## config.mk

```make
export PLATFORM = sky130hd
export DESIGN_NAME = ctl_pin_cond
export DESIGN_NICKNAME = d
export VERILOG_FILES = /design/src/rtl/ctl_pin_pkg.sv /design/src/rtl/ctl_sync2.sv /design/src/rtl/ctl_deglitch.sv /design/src/rtl/ctl_pwr_fsm.sv /design/src/rtl/ctl_pin_cond.sv
export SDC_FILE = /design/constraint.sdc
export NUM_CORES = 1
export LEC_CHECK = 0
export BUFFER_PORTS_ARGS = -buffer_cell sky130_fd_sc_hd__buf_2
export CAP_MARGIN = 0
export CORE_MARGIN = 3
export CORE_UTILIZATION = 50
export CTS_CLUSTER_SIZE = 40
export DETAILED_ROUTE_END_ITERATION = 8
export PLACE_DENSITY = 0.77
export SYNTH_ARGS = -nofsm -noshare
export SYNTH_HDL_FRONTEND = slang
export SYNTH_SLANG_ARGS = --single-unit
```

## constraint.sdc

```tcl
create_clock -name clk -period 2.8 [get_ports clk]
set_clock_uncertainty 0.2 [all_clocks]
set_input_delay 0.42 -clock clk [delete_from_list [all_inputs] [get_ports clk]]
set_output_delay 0.42 -clock clk [all_outputs]
set_load 0.03 [all_outputs]
```

## src/rtl/ctl_pin_pkg.sv

```systemverilog
package ctl_pin_pkg;

    typedef enum logic [0:0] {
        ST_ACTIVE = 1'b0,
        ST_SLEEP  = 1'b1
    } pwr_st_e;

    localparam int unsigned NPIN     = 2;
    localparam int unsigned PIN_SLP  = 0;
    localparam int unsigned PIN_DUAL = 1;

    typedef struct packed {
        logic pdn_en;
        logic slp_pol;
        logic slp_mode;
        logic dual_pol;
        logic dvs_en;
    } pin_cfg_t;

endpackage

```

## src/rtl/ctl_sync2.sv

```systemverilog
module ctl_sync2 #(
    parameter logic RST_LVL = 1'b0
) (
    input  logic clk,
    input  logic rst_n,
    input  logic d_async,
    output logic q_sync
);

    logic meta_q;
    logic sync_q;

    always_ff @(posedge clk or negedge rst_n) begin
        if (!rst_n) begin
            meta_q <= RST_LVL;
            sync_q <= RST_LVL;
        end else begin
            meta_q <= d_async;
            sync_q <= meta_q;
        end
    end

    assign q_sync = sync_q;

endmodule

```

## src/rtl/ctl_deglitch.sv

```systemverilog
module ctl_deglitch #(
    parameter int unsigned FILT_CYC = 1250,
    parameter logic        RST_LVL  = 1'b0
) (
    input  logic clk,
    input  logic rst_n,
    input  logic d_in,
    output logic q_out
);

    localparam int unsigned CW = (FILT_CYC > 2) ? $clog2(FILT_CYC) : 1;
    localparam logic [CW-1:0] CNT_LIM = CW'(FILT_CYC - 1);

    logic          lvl_q;
    logic [CW-1:0] run_q;

    // Counts consecutive cycles the input disagrees with the held level;
    // any agreeing sample restarts the window, so both edges are filtered.
    always_ff @(posedge clk or negedge rst_n) begin
        if (!rst_n) begin
            lvl_q <= RST_LVL;
            run_q <= '0;
        end else if (d_in == lvl_q) begin
            run_q <= '0;
        end else if (run_q == CNT_LIM) begin
            lvl_q <= d_in;
            run_q <= '0;
        end else begin
            run_q <= run_q + 1'b1;
        end
    end

    assign q_out = lvl_q;

endmodule

```

## src/rtl/ctl_pwr_fsm.sv

```systemverilog
module ctl_pwr_fsm
    import ctl_pin_pkg::*;
(
    input  logic     clk,
    input  logic     rst_n,
    input  pin_cfg_t cfg,
    input  logic     slp_lvl,
    input  logic     dual_lvl,
    output logic     sleep_req,
    output logic     pwr_active,
    output logic     ext_pg_ok,
    output logic     vset_sel
);

    pwr_st_e st_q;
    pwr_st_e st_d;
    logic    slp_asserted;
    logic    slp_ctl_on;

    assign slp_asserted = slp_lvl ^ cfg.slp_pol;
    assign slp_ctl_on   = cfg.pdn_en && !cfg.slp_mode;

    always_ff @(posedge clk or negedge rst_n) begin
        if (!rst_n) begin
            st_q <= ST_ACTIVE;
        end else begin
            st_q <= st_d;
        end
    end

    always_comb begin
        st_d = st_q;
        unique case (st_q)
            ST_ACTIVE: if (slp_ctl_on && !slp_asserted) st_d = ST_SLEEP;   // GO_SLEEP
            ST_SLEEP:  if (slp_ctl_on &&  slp_asserted) st_d = ST_ACTIVE;  // WAKE
            default:   st_d = ST_ACTIVE;
        endcase
    end

    always_comb begin
        sleep_req  = 1'b0;
        pwr_active = 1'b0;
        ext_pg_ok  = cfg.dvs_en ? 1'b0 : (dual_lvl ^ cfg.dual_pol);
        vset_sel   = 1'b0;
        unique case (st_q)
            ST_ACTIVE: begin
                pwr_active = 1'b1;
                vset_sel   = cfg.dvs_en & dual_lvl;
            end
            ST_SLEEP: begin
                sleep_req = 1'b1;
            end
            default: begin
                sleep_req = 1'b0;
            end
        endcase
    end

endmodule

```

## src/rtl/ctl_pin_cond.sv

```systemverilog
module ctl_pin_cond
    import ctl_pin_pkg::*;
#(
    parameter int unsigned FILT_CYC = 1250
) (
    input  logic clk,
    input  logic rst_n,
    input  logic slp_pin,
    input  logic dual_pin,
    input  logic cfg_pdn_en,
    input  logic cfg_slp_pol,
    input  logic cfg_slp_mode,
    input  logic cfg_dual_pol,
    input  logic cfg_dvs_en,
    output logic stat_slp_pin,
    output logic stat_dual_pin,
    output logic sleep_req,
    output logic pwr_active,
    output logic ext_pg_ok,
    output logic vset_sel
);

    logic [NPIN-1:0] pin_raw;
    logic [NPIN-1:0] pin_sync;
    logic [NPIN-1:0] pin_filt;
    logic            slp_sync;
    logic            slp_filt;
    logic            dual_sync;
    logic            dual_filt;
    pin_cfg_t        cfg;

    assign pin_raw[PIN_SLP]  = slp_pin;
    assign pin_raw[PIN_DUAL] = dual_pin;

    for (genvar gi = 0; gi < NPIN; gi++) begin : g_pin
        ctl_sync2 #(.RST_LVL(1'b0)) u_sync (
            .clk    (clk),
            .rst_n  (rst_n),
            .d_async(pin_raw[gi]),
            .q_sync (pin_sync[gi])
        );
        ctl_deglitch #(.FILT_CYC(FILT_CYC), .RST_LVL(1'b0)) u_filt (
            .clk  (clk),
            .rst_n(rst_n),
            .d_in (pin_sync[gi]),
            .q_out(pin_filt[gi])
        );
    end

    assign slp_sync  = pin_sync[PIN_SLP];
    assign slp_filt  = pin_filt[PIN_SLP];
    assign dual_sync = pin_sync[PIN_DUAL];
    assign dual_filt = pin_filt[PIN_DUAL];

    assign cfg = '{pdn_en:   cfg_pdn_en,
                   slp_pol:  cfg_slp_pol,
                   slp_mode: cfg_slp_mode,
                   dual_pol: cfg_dual_pol,
                   dvs_en:   cfg_dvs_en};

    ctl_pwr_fsm u_fsm (
        .clk       (clk),
        .rst_n     (rst_n),
        .cfg       (cfg),
        .slp_lvl   (slp_filt),
        .dual_lvl  (dual_filt),
        .sleep_req (sleep_req),
        .pwr_active(pwr_active),
        .ext_pg_ok (ext_pg_ok),
        .vset_sel  (vset_sel)
    );

    assign stat_slp_pin  = slp_filt;
    assign stat_dual_pin = dual_filt;

endmodule

```

==> flow_summary.yaml, run 1 <==
sta:
  worst_slack_ns: 0.585
  finalSetupViolations: 0
  setup_tns_ns: 0
  rsz0062_at_grt: "false"
  hold_slack_ns: 0.157
  slew_violations: 0
  worst_pin_slew_ns: 0.764
  finalCritPeriodShare: 0.791
  hold_viol_final: 0
  max_freq_mhz: 451
  period_needed_ns: 2.22
  relSlewSlack: 0.488
hold_path:
  hold_path.class: "flip-flop to flip-flop"
placement:
  gp_congestion: 0.843
  dp_slack_ns: 0.608
  io_buffer_count: 14
  dpl.hpwl_um: 1720
  dpl_cell_area_um2: 1470
setup_path:
  max_stage_delay_ns: 0.65
  cp_cell_sequence: "inv_1, ha_1, or4bb_1, o31ai_2, a21oi_1"
  worstSetupPathType: "flip-flop to flip-flop"
  start_kind: "flip-flop"
  critPathBufInv: 1
  crit_slowest_cell: "o31ai_2"
  worst-path-max-fanout: 11
  crit_required_ns: 2.76
  end_kind: "flip-flop"
  cp.arrival_ns: 2.18
  crit_family: "compound AO/OA/AOI/OAI gates"
power_and_ir_drop:
  power.share.clock: 0.329
  p_leak_nw: 0.667
  power_switching_share: 0.239
  p_int_mw: 0.571
  power.share.combinational: 0.083
  power.switching_mw: 0.179
  powerDensity_nw_per_um2: 484
  seq_power_share: 0.588
  peakVddDrop_uv: 311
finish:
  syn2layout_area_growth_pct: 12.8
  antenna_cells: 0
  most-common-layout-cells: "29 x dfrtp_1, 14 x buf_2, 12 x a21oi_1"
  fillers: 207
  design_area_um2: 1550
  final_common_cell: "dfrtp_1"
  nNetsFinal: 165
  drive_gt1_frac: 0.171
logic_synthesis:
  netlist_instances: 130
  ys_types: 27
  yosys_warnings: 0
  synth_seq_area_share: 0.528
  async_flop_share: 1.00
  synth.avg_cell_area_um2: 10.6
  synth_edf_count: 0
  synth-seq-cells: 29
  synth_ff_type: "dfrtp_1"
  syn-num-nets: 143
  netlist_area_um2: 1370
floorplanning:
  pin_count: 15
  core_um2: 2540
  die_area_um2: 3410
  fp-row-count: 18
  initial_utilization: 0.540
  die_h_um: 58.4
  die_w_um: 58.4
clocking:
  clock_path_buffers: 2
  clkSinkCount: 29
  cts_resized: 0
  cts_buffers: 5
  cts_tree: "done"
  clkLatencyLatePin_ns: 0.32
  root_buffer: "clkbuf_4"
  cts.htree.levels: 2
  clkSlewWorstSetupHoldPaths_ns: 0.08
global_route:
  grt_pass1_wl_um: 4200
  grt_pass1_vias: 965
  grt_usage: 0.168
  grt_overflow: 0
  antenna_found_initial: 0
  grt_max_degree: 30
outcome:
  status: "complete, no violations"
routing:
  wire_per_inst_um: 13.4
  finalWirelength_um: 2450
  num_vias: 1023
  viasPerCell: 5.62
  drt_iter0_markers: 27
  drc: 0
  drtAntennaViolNets: 0
  firstDrtPassIters: 4
run:
  drv_cap: 0
synthesized netlist by cell type, drive strengths merged, types with 2 or more instances:
library cell | n | area, µm²
dfrtp | 29 | 726
o21ai | 7 | 35.0
nor2 | 11 | 41.3
ha | 4 | 50.1
buf | 3 | 23.8
inv | 7 | 26.3
nand3 | 8 | 40.0
nand2 | 5 | 18.8
or4 | 6 | 45.0
or3 | 7 | 43.8
xnor2 | 4 | 35.0
a21oi | 12 | 60.1
nand4 | 4 | 25.0
o31ai | 7 | 57.6
xor2 | 6 | 52.6
mux2 | 2 | 22.5
metal layers:
metal,share of wire,GRT usage,vias to the layer above,wire length [µm]
li1,-,-,513,-
met5,0,0,-,0
met4,0.016,0.0629,0,38
met3,0.066,0.0746,6,162
met1,0.46,0.204,473,1120
met2,0.46,0.262,31,1120
stage by stage:
step	utilization	power, mW	cells
floorplan	-	0.486	130
global placement	0.576	0.507	172
detailed placement	0.576	0.510	172
CTS	0.609	0.762	182
global route	0.609	0.796	182
finish	0.609	0.750	182
registers in the layout, indices dropped and copies added (netlist names), named ones only:
name,count
g_pin.u_filt.q_out,2
g_pin.u_sync.meta_q,2
g_pin.u_sync.q_sync,2
g_pin.u_filt.run_q,22
path summary, 6_finish.rpt:
check,to,cells after the start,from,slack [ns]
min reg2reg,g_pin[0].u_sync.q_sync$_DFF_PN0_,0,g_pin[0].u_sync.meta_q$_DFF_PN0_,0.16
max,g_pin[0].u_filt.run_q[5]$_DFF_PN0_,5,g_pin[0].u_filt.run_q[1]$_DFF_PN0_,0.58
min in group asynchronous,g_pin[1].u_filt.run_q[8]$_DFF_PN0_,2,rst_n,0.44
max reg2reg,g_pin[0].u_filt.run_q[5]$_DFF_PN0_,5,g_pin[0].u_filt.run_q[1]$_DFF_PN0_,0.58
max in group asynchronous,g_pin[0].u_sync.q_sync$_DFF_PN0_,2,rst_n,1.54
min,g_pin[0].u_sync.q_sync$_DFF_PN0_,0,g_pin[0].u_sync.meta_q$_DFF_PN0_,0.16
power by group through the flow:
stage / Clock, mW / Sequential, mW / Combinational [mW]
2_1_floorplan: 0 / 0.450 / 0.0355
3_3_place_gp: 0 / 0.449 / 0.0577
3_5_place_dp: 0 / 0.450 / 0.0594
4_1_cts: 0.258 / 0.442 / 0.0629
5_1_grt: 0.282 / 0.444 / 0.0707
6_report: 0.247 / 0.442 / 0.0620
cell families (layout without fill, tap and decap cells):
| group | after synthesis | count (layout) | share of synthesized area |
|---|---|---|---|
| compound gates | 27 | 27 | 0.123 |
| xor+xnor | 10 | 10 | 0.0637 |
| fa+ha+maj | 4 | 4 | 0.0364 |
| buf+inv | 10 | 32 | 0.0364 |
| flops | 29 | 29 | 0.528 |
| mux | 2 | 2 | 0.0164 |
| simple gates | 48 | 48 | 0.196 |
cell type report:
cell class	count	area [µm²]	area share
Inverter	7	26.3	0.0169
Clock buffer	7	55.1	0.0355
Timing Repair Buffer	18	108	0.0694
Sequential cell	29	726	0.468
Tap cell	30	37.5	0.0242
Multi-Input combinational cell	91	598	0.386
repair_timing:
action	4_1_cts	5_1_grt
setup buffers	0	0
hold buffers	3	0
hold endpoints to repair	31	0
Power figures use the tool's default switching activity.
==> run 2: changes to the inputs <==
--- a/config.mk
+++ b/config.mk
@@ -5,13 +5,14 @@
 export SDC_FILE = /design/constraint.sdc
 export NUM_CORES = 1
 export LEC_CHECK = 0
+export ABC_AREA = 1
 export BUFFER_PORTS_ARGS = -buffer_cell sky130_fd_sc_hd__buf_2
 export CAP_MARGIN = 0
 export CORE_MARGIN = 3
 export CORE_UTILIZATION = 50
 export CTS_CLUSTER_SIZE = 40
 export DETAILED_ROUTE_END_ITERATION = 8
-export PLACE_DENSITY = 0.77
+export PLACE_DENSITY = 0.79
 export SYNTH_ARGS = -nofsm -noshare
 export SYNTH_HDL_FRONTEND = slang
 export SYNTH_SLANG_ARGS = --single-unit
==> constraint.sdc (replaced) <==
create_clock -name clk -period 1.86 [get_ports clk]
set_clock_uncertainty 0.2 [all_clocks]
set_input_delay 0.279 -clock clk [delete_from_list [all_inputs] [get_ports clk]]
set_output_delay 0.279 -clock clk [all_outputs]
set_load 0.03 [all_outputs]
==> flow_summary.yaml, run 2 <==
logic_synthesis:
  synth_most_common_cell: "nor2_1"
  netlist_area_um2: 1440
  synth_top_family_by_area: "simple AND/OR/NAND/NOR gates"
  syn-num-nets: 179
  synth_ff_type: "dfrtp_1"
  synthMuxAreaShare: 0
  async_flop_share: 1.00
  yosys.area.top_type_share: 0.503
  synthTopCellsByCount: "35 x nor2_1, 29 x dfrtp_1, 29 x nand2_1"
  yosys_warnings: 0
  synth_compound_area_frac: 0.0365
  synth_adder_area_share: 0.0347
  synth.avg_cell_area_um2: 8.68
  ys_types: 19
  synthXorXnorAreaFrac: 0.0833
  synth.area.top_cells: "dfrtp_1 50%, nor2_1 9.1%, nand2_1 7.6%"
  netlist_instances: 166
  synth_area_leader_cell: "dfrtp_1"
  synth-seq-cells: 29
  synth_seq_area_share: 0.503
  synthSimpleGateAreaFrac: 0.287
  synth_edf_count: 0
finish:
  fillers: 215
  final_util: 0.627
  drive_gt1_frac: 0.172
  most-common-layout-cells: "35 x nor2_1, 29 x nand2_1, 29 x dfrtp_1"
  syn2layout_area_growth_pct: 13.6
  final_common_cell: "nor2_1"
  top_register: "g_pin.u_filt.run_q"
  antenna_cells: 0
  nNetsFinal: 204
  largest_reg_flops: 22
global_route:
  antenna_found_initial: 0
  grt_max_degree: 30
  grt_overflow: 0
  grt_pass1_wl_um: 5060
  grt_usage: 0.194
  grt_pass1_vias: 1158
sta:
  rsz0062_at_grt: "false"
  setup_tns_ns: 0
  max_freq_mhz: 587
  worst_pin_slew_ns: 0.641
  hold_viol_final: 0
  finalCritPeriodShare: 0.915
  finalSetupViolations: 0
  relSlewSlack: 0.573
  slew_violations: 0
  period_needed_ns: 1.70
routing:
  wire_per_inst_um: 12.5
  viasPerCell: 5.06
  drt_iter0_markers: 76
  num_vias: 1123
  finalWirelength_um: 2770
  firstDrtPassIters: 4
  drc: 0
  drtAntennaViolNets: 0
clocking:
  clkLatencyLatePin_ns: 0.33
  cts.htree.levels: 2
  clkSinkCount: 29
  cts_tree: "done"
  clkSlewWorstSetupHoldPaths_ns: 0.09
  cts_buffers: 5
  root_buffer: "clkbuf_4"
  cts_resized: 0
  clock_path_buffers: 2
setup_path:
  max_stage_delay_ns: 0.46
  cp_cell_sequence: "xnor2_1, nor2_1, buf_2"
  worst-path-max-fanout: 5
  crit_required_ns: 1.38
  start_kind: "flip-flop"
  end_kind: "primary output"
  crit_slowest_cell: "dfrtp_1"
  crit_path_start: "g_pin[1].u_filt.q_out$_DFFE_PN0P_"
  cp.arrival_ns: 1.22
  crit_family: "flip-flops"
  worstSetupPathType: "flip-flop to primary output"
  r2r-start: "g_pin[1].u_filt.run_q[0]$_DFF_PN0_"
  critPathBufInv: 1
placement:
  dpl.hpwl_um: 1920
  gp_congestion: 0.860
  io_buffer_count: 14
hold_path:
  hold_path.class: "input pin to flip-flop"
  hp-start: "cfg_slp_mode"
floorplanning:
  core_um2: 2610
  pin_count: 15
  initial_utilization: 0.552
  die_area_um2: 3560
  die_h_um: 59.7
  die_w_um: 59.7
  fp-row-count: 18
power_and_ir_drop:
  p_leak_nw: 0.793
  powerDensity_nw_per_um2: 688
  peakVddDrop_uv: 553
  power.total_mw: 1.13
run:
  drv_cap: 0
outcome:
  status: "complete, no violations"
run 2: stage by stage:
step / setup WS [ns] / area (µm²) / hold WS [ns] / cells
floorplan: 0.242 / 1440 / -0.217 / 166
global placement: 0.394 / 1550 / 0.132 / 210
detailed placement: 0.341 / 1550 / 0.138 / 210
CTS: 0.142 / 1640 / 0.0186 / 222
global route: 0.0951 / 1640 / 0.0264 / 222
finish: 0.157 / 1640 / 0.0234 / 222
run 2: repair_timing:
action,CTS,global route
buffers inserted,0,0
hold buffers,4,0
endpoints found under the setup margin,0,0
endpoints found under the hold margin,32,0
run 2: logic make-up after synthesis:
logic type,count (synthesis)
fa+ha+maj,4
buf+inv,21
flops,29
simple gates,90
xor+xnor,12
compound gates,10
run 2: worst register-to-register path: cells and delay by family (launching register included):
kind                     cells  cell delay (ns)
AND/OR/NAND/NOR              6             0.61
adder cells (fa/ha/maj)      1             0.26
flip-flops                   1             0.42
run 2: final timing paths:
| kind | end | slack, ns | cells after the start |
|---|---|---|---|
| hold reg to reg | g_pin[1].u_sync.q_sync$_DFF_PN0_ | 0.15 | 0 |
| min in group asynchronous | g_pin[0].u_sync.q_sync$_DFF_PN0_ | 0.32 | 2 |
| hold / removal | flip-flop | 0.02 | 3 |
| max in group asynchronous | g_pin[1].u_filt.run_q[10]$_DFF_PN0_ | 0.71 | 2 |
| setup / recovery | ext_pg_ok | 0.16 | 3 |
| setup reg to reg | g_pin[1].u_filt.run_q[10]$_DFF_PN0_ | 0.29 | 7 |
run 2: report_power, final:
part           internal, mW  switching, mW
combinational        0.0365         0.0597
clock                 0.150          0.215
sequential            0.648         0.0172
run 2: area by class of cell:
cell class | instances | area, µm² | area share
Inverter | 21 | 78.8 | 0.0481
Sequential cell | 29 | 726 | 0.443
Multi-Input combinational cell | 116 | 637 | 0.389
Clock buffer | 8 | 48.8 | 0.0298
Timing Repair Buffer | 18 | 110 | 0.0672
Tap cell | 30 | 37.5 | 0.0229
run 2: routing by layer:
layer,track usage,wire [µm]
met5,0,0
met4,0.101,58
met3,0.0497,99
met2,0.338,1440
met1,0.216,1170
==> run 3: changes to the inputs <==
--- a/config.mk
+++ b/config.mk
@@ -9,10 +9,11 @@
 export BUFFER_PORTS_ARGS = -buffer_cell sky130_fd_sc_hd__buf_2
 export CAP_MARGIN = 0
 export CORE_MARGIN = 3
-export CORE_UTILIZATION = 50
+export CORE_UTILIZATION = 51
 export CTS_CLUSTER_SIZE = 40
 export DETAILED_ROUTE_END_ITERATION = 8
-export PLACE_DENSITY = 0.79
+export PLACE_DENSITY = 0.8
+export REMOVE_ABC_BUFFERS = 1
 export SYNTH_ARGS = -nofsm -noshare
 export SYNTH_HDL_FRONTEND = slang
 export SYNTH_SLANG_ARGS = --single-unit
==> flow_summary.yaml, run 3 (same netlist as run 2, synthesis figures left out) <==
placement:
  io_buffer_count: 14
  place_inst: 210
  dp_slack_ns: 0.352
  dpl_cell_area_um2: 1550
  gp_congestion: 0.919
  dpl.hpwl_um: 1910
finish:
  seq_area_um2: 726
  top_register: "g_pin.u_filt.run_q"
  drive_gt1_frac: 0.182
  fillers: 202
  syn2layout_area_growth_pct: 16.1
  design_area_um2: 1670
  final_cells: 222
  antenna_cells: 0
  final_util: 0.646
  final_common_cell: "nor2_1"
  largest_reg_flops: 22
  multi_input_area_um2: 637
  nNetsFinal: 204
  most-common-layout-cells: "35 x nor2_1, 29 x nand2_1, 29 x dfrtp_1"
global_route:
  grt_usage: 0.179
  grt_max_degree: 30
  grt_overflow: 0
  antenna_found_initial: 0
  grt_pass1_vias: 1124
  grt_pass1_wl_um: 4650
hold_path:
  hold_path.class: "input pin to flip-flop"
routing:
  firstDrtPassIters: 4
  viasPerCell: 5.07
  drt_iter0_markers: 62
  drc: 0
  wire_per_inst_um: 12.0
  num_vias: 1126
  drtAntennaViolNets: 0
  finalWirelength_um: 2660
sta:
  hold_viol_final: 0
  hold_slack_ns: 0.0348
  setup_tns_ns: 0
  worst_slack_ns: 0.125
  worst_pin_slew_ns: 0.638
  relSlewSlack: 0.575
  finalCritPeriodShare: 0.933
  max_freq_mhz: 576
  finalSetupViolations: 0
  slew_violations: 0
  rsz0062_at_grt: "false"
  period_needed_ns: 1.73
clocking:
  clock_path_buffers: 2
  clkSinkCount: 29
  clkSlewWorstSetupHoldPaths_ns: 0.10
  root_buffer: "clkbuf_4"
  cts_buffers: 5
  cts.htree.levels: 2
  cts_tree: "done"
  clkLatencyLatePin_ns: 0.32
setup_path:
  cp.arrival_ns: 1.26
  critPathBufInv: 1
  start_kind: "flip-flop"
  worst-path-max-fanout: 5
  end_kind: "primary output"
  crit_required_ns: 1.38
  crit_family: "flip-flops"
  worstSetupPathType: "flip-flop to primary output"
  max_stage_delay_ns: 0.47
  cp_cell_sequence: "xnor2_1, nor2_1, buf_2"
  crit_slowest_cell: "dfrtp_1"
power_and_ir_drop:
  powerDensity_nw_per_um2: 773
  power.total_mw: 1.29
  p_leak_nw: 0.812
  peakVddDrop_uv: 780
floorplanning:
  die_h_um: 59.2
  initial_utilization: 0.557
  core_um2: 2590
  fp-row-count: 18
  die_w_um: 59.2
  die_area_um2: 3500
  pin_count: 15
run:
  drv_cap: 0
outcome:
  status: "complete, no violations"
==> run 3: cell count changes in the layout (fill, tap and decap cells not counted), sizes merged <==
cell,before,now
bufinv,0,1
clkbuf,8,7
==> run 3: worst paths after layout <==
check,from,slack (ns),cells after the start,end
setup / recovery,g_pin[1].u_filt.q_out$_DFFE_PN0P_,0.13,3,ext_pg_ok
hold / removal,cfg_slp_mode,0.03,3,flip-flop
setup reg to reg,g_pin[1].u_filt.run_q[0]$_DFF_PN0_,0.32,7,g_pin[1].u_filt.run_q[10]$_DFF_PN0_
hold reg to reg,g_pin[1].u_sync.meta_q$_DFF_PN0_,0.16,0,g_pin[1].u_sync.q_sync$_DFF_PN0_
max in group asynchronous,rst_n,0.72,2,g_pin[0].u_filt.run_q[7]$_DFF_PN0_
min in group asynchronous,rst_n,0.31,2,g_pin[1].u_filt.run_q[9]$_DFF_PN0_
==> run 3: cell type report <==
cell class	count	area share
Clock inverter	1	0.0179
Clock buffer	7	0.0329
Multi-Input combinational cell	116	0.380
Inverter	21	0.0471
Sequential cell	29	0.433
Timing Repair Buffer	18	0.0658
Tap cell	30	0.0224
==> run 3: layer usage <==
layer,share of wire,wire [µm],vias to the layer above,track usage
met5,0,0,-,0
met4,0.0086,23,0,0.0550
met3,0.041,110,4,0.0741
met2,0.54,1450,25,0.314
met1,0.40,1080,530,0.197
li1,-,-,567,-
==> run 3: repair_timing <==
action                     in CTS  in global routing
hold endpoints to repair       32                  0
buffers inserted                0                  0
resized for setup               0                  0
hold buffers                    4                  0
setup endpoints to repair       0                  0
==> run 3: worst register-to-register path, stage by stage (launching register included) <==
cell	delay [ns]
dfrtp_1	0.42
ha_1	0.26
nand3_1	0.09
nor2_1	0.18
nand2_1	0.10
nand2_1	0.07
nand3_1	0.06
nor2_1	0.09
==> run 3: power by group <==
group	switching [mW]	total (mW)	internal, mW	leakage (nW)
registers	0.0173	0.665	0.648	0.388
logic	0.0600	0.0967	0.0366	0.379
clock network	0.211	0.532	0.321	0.0455
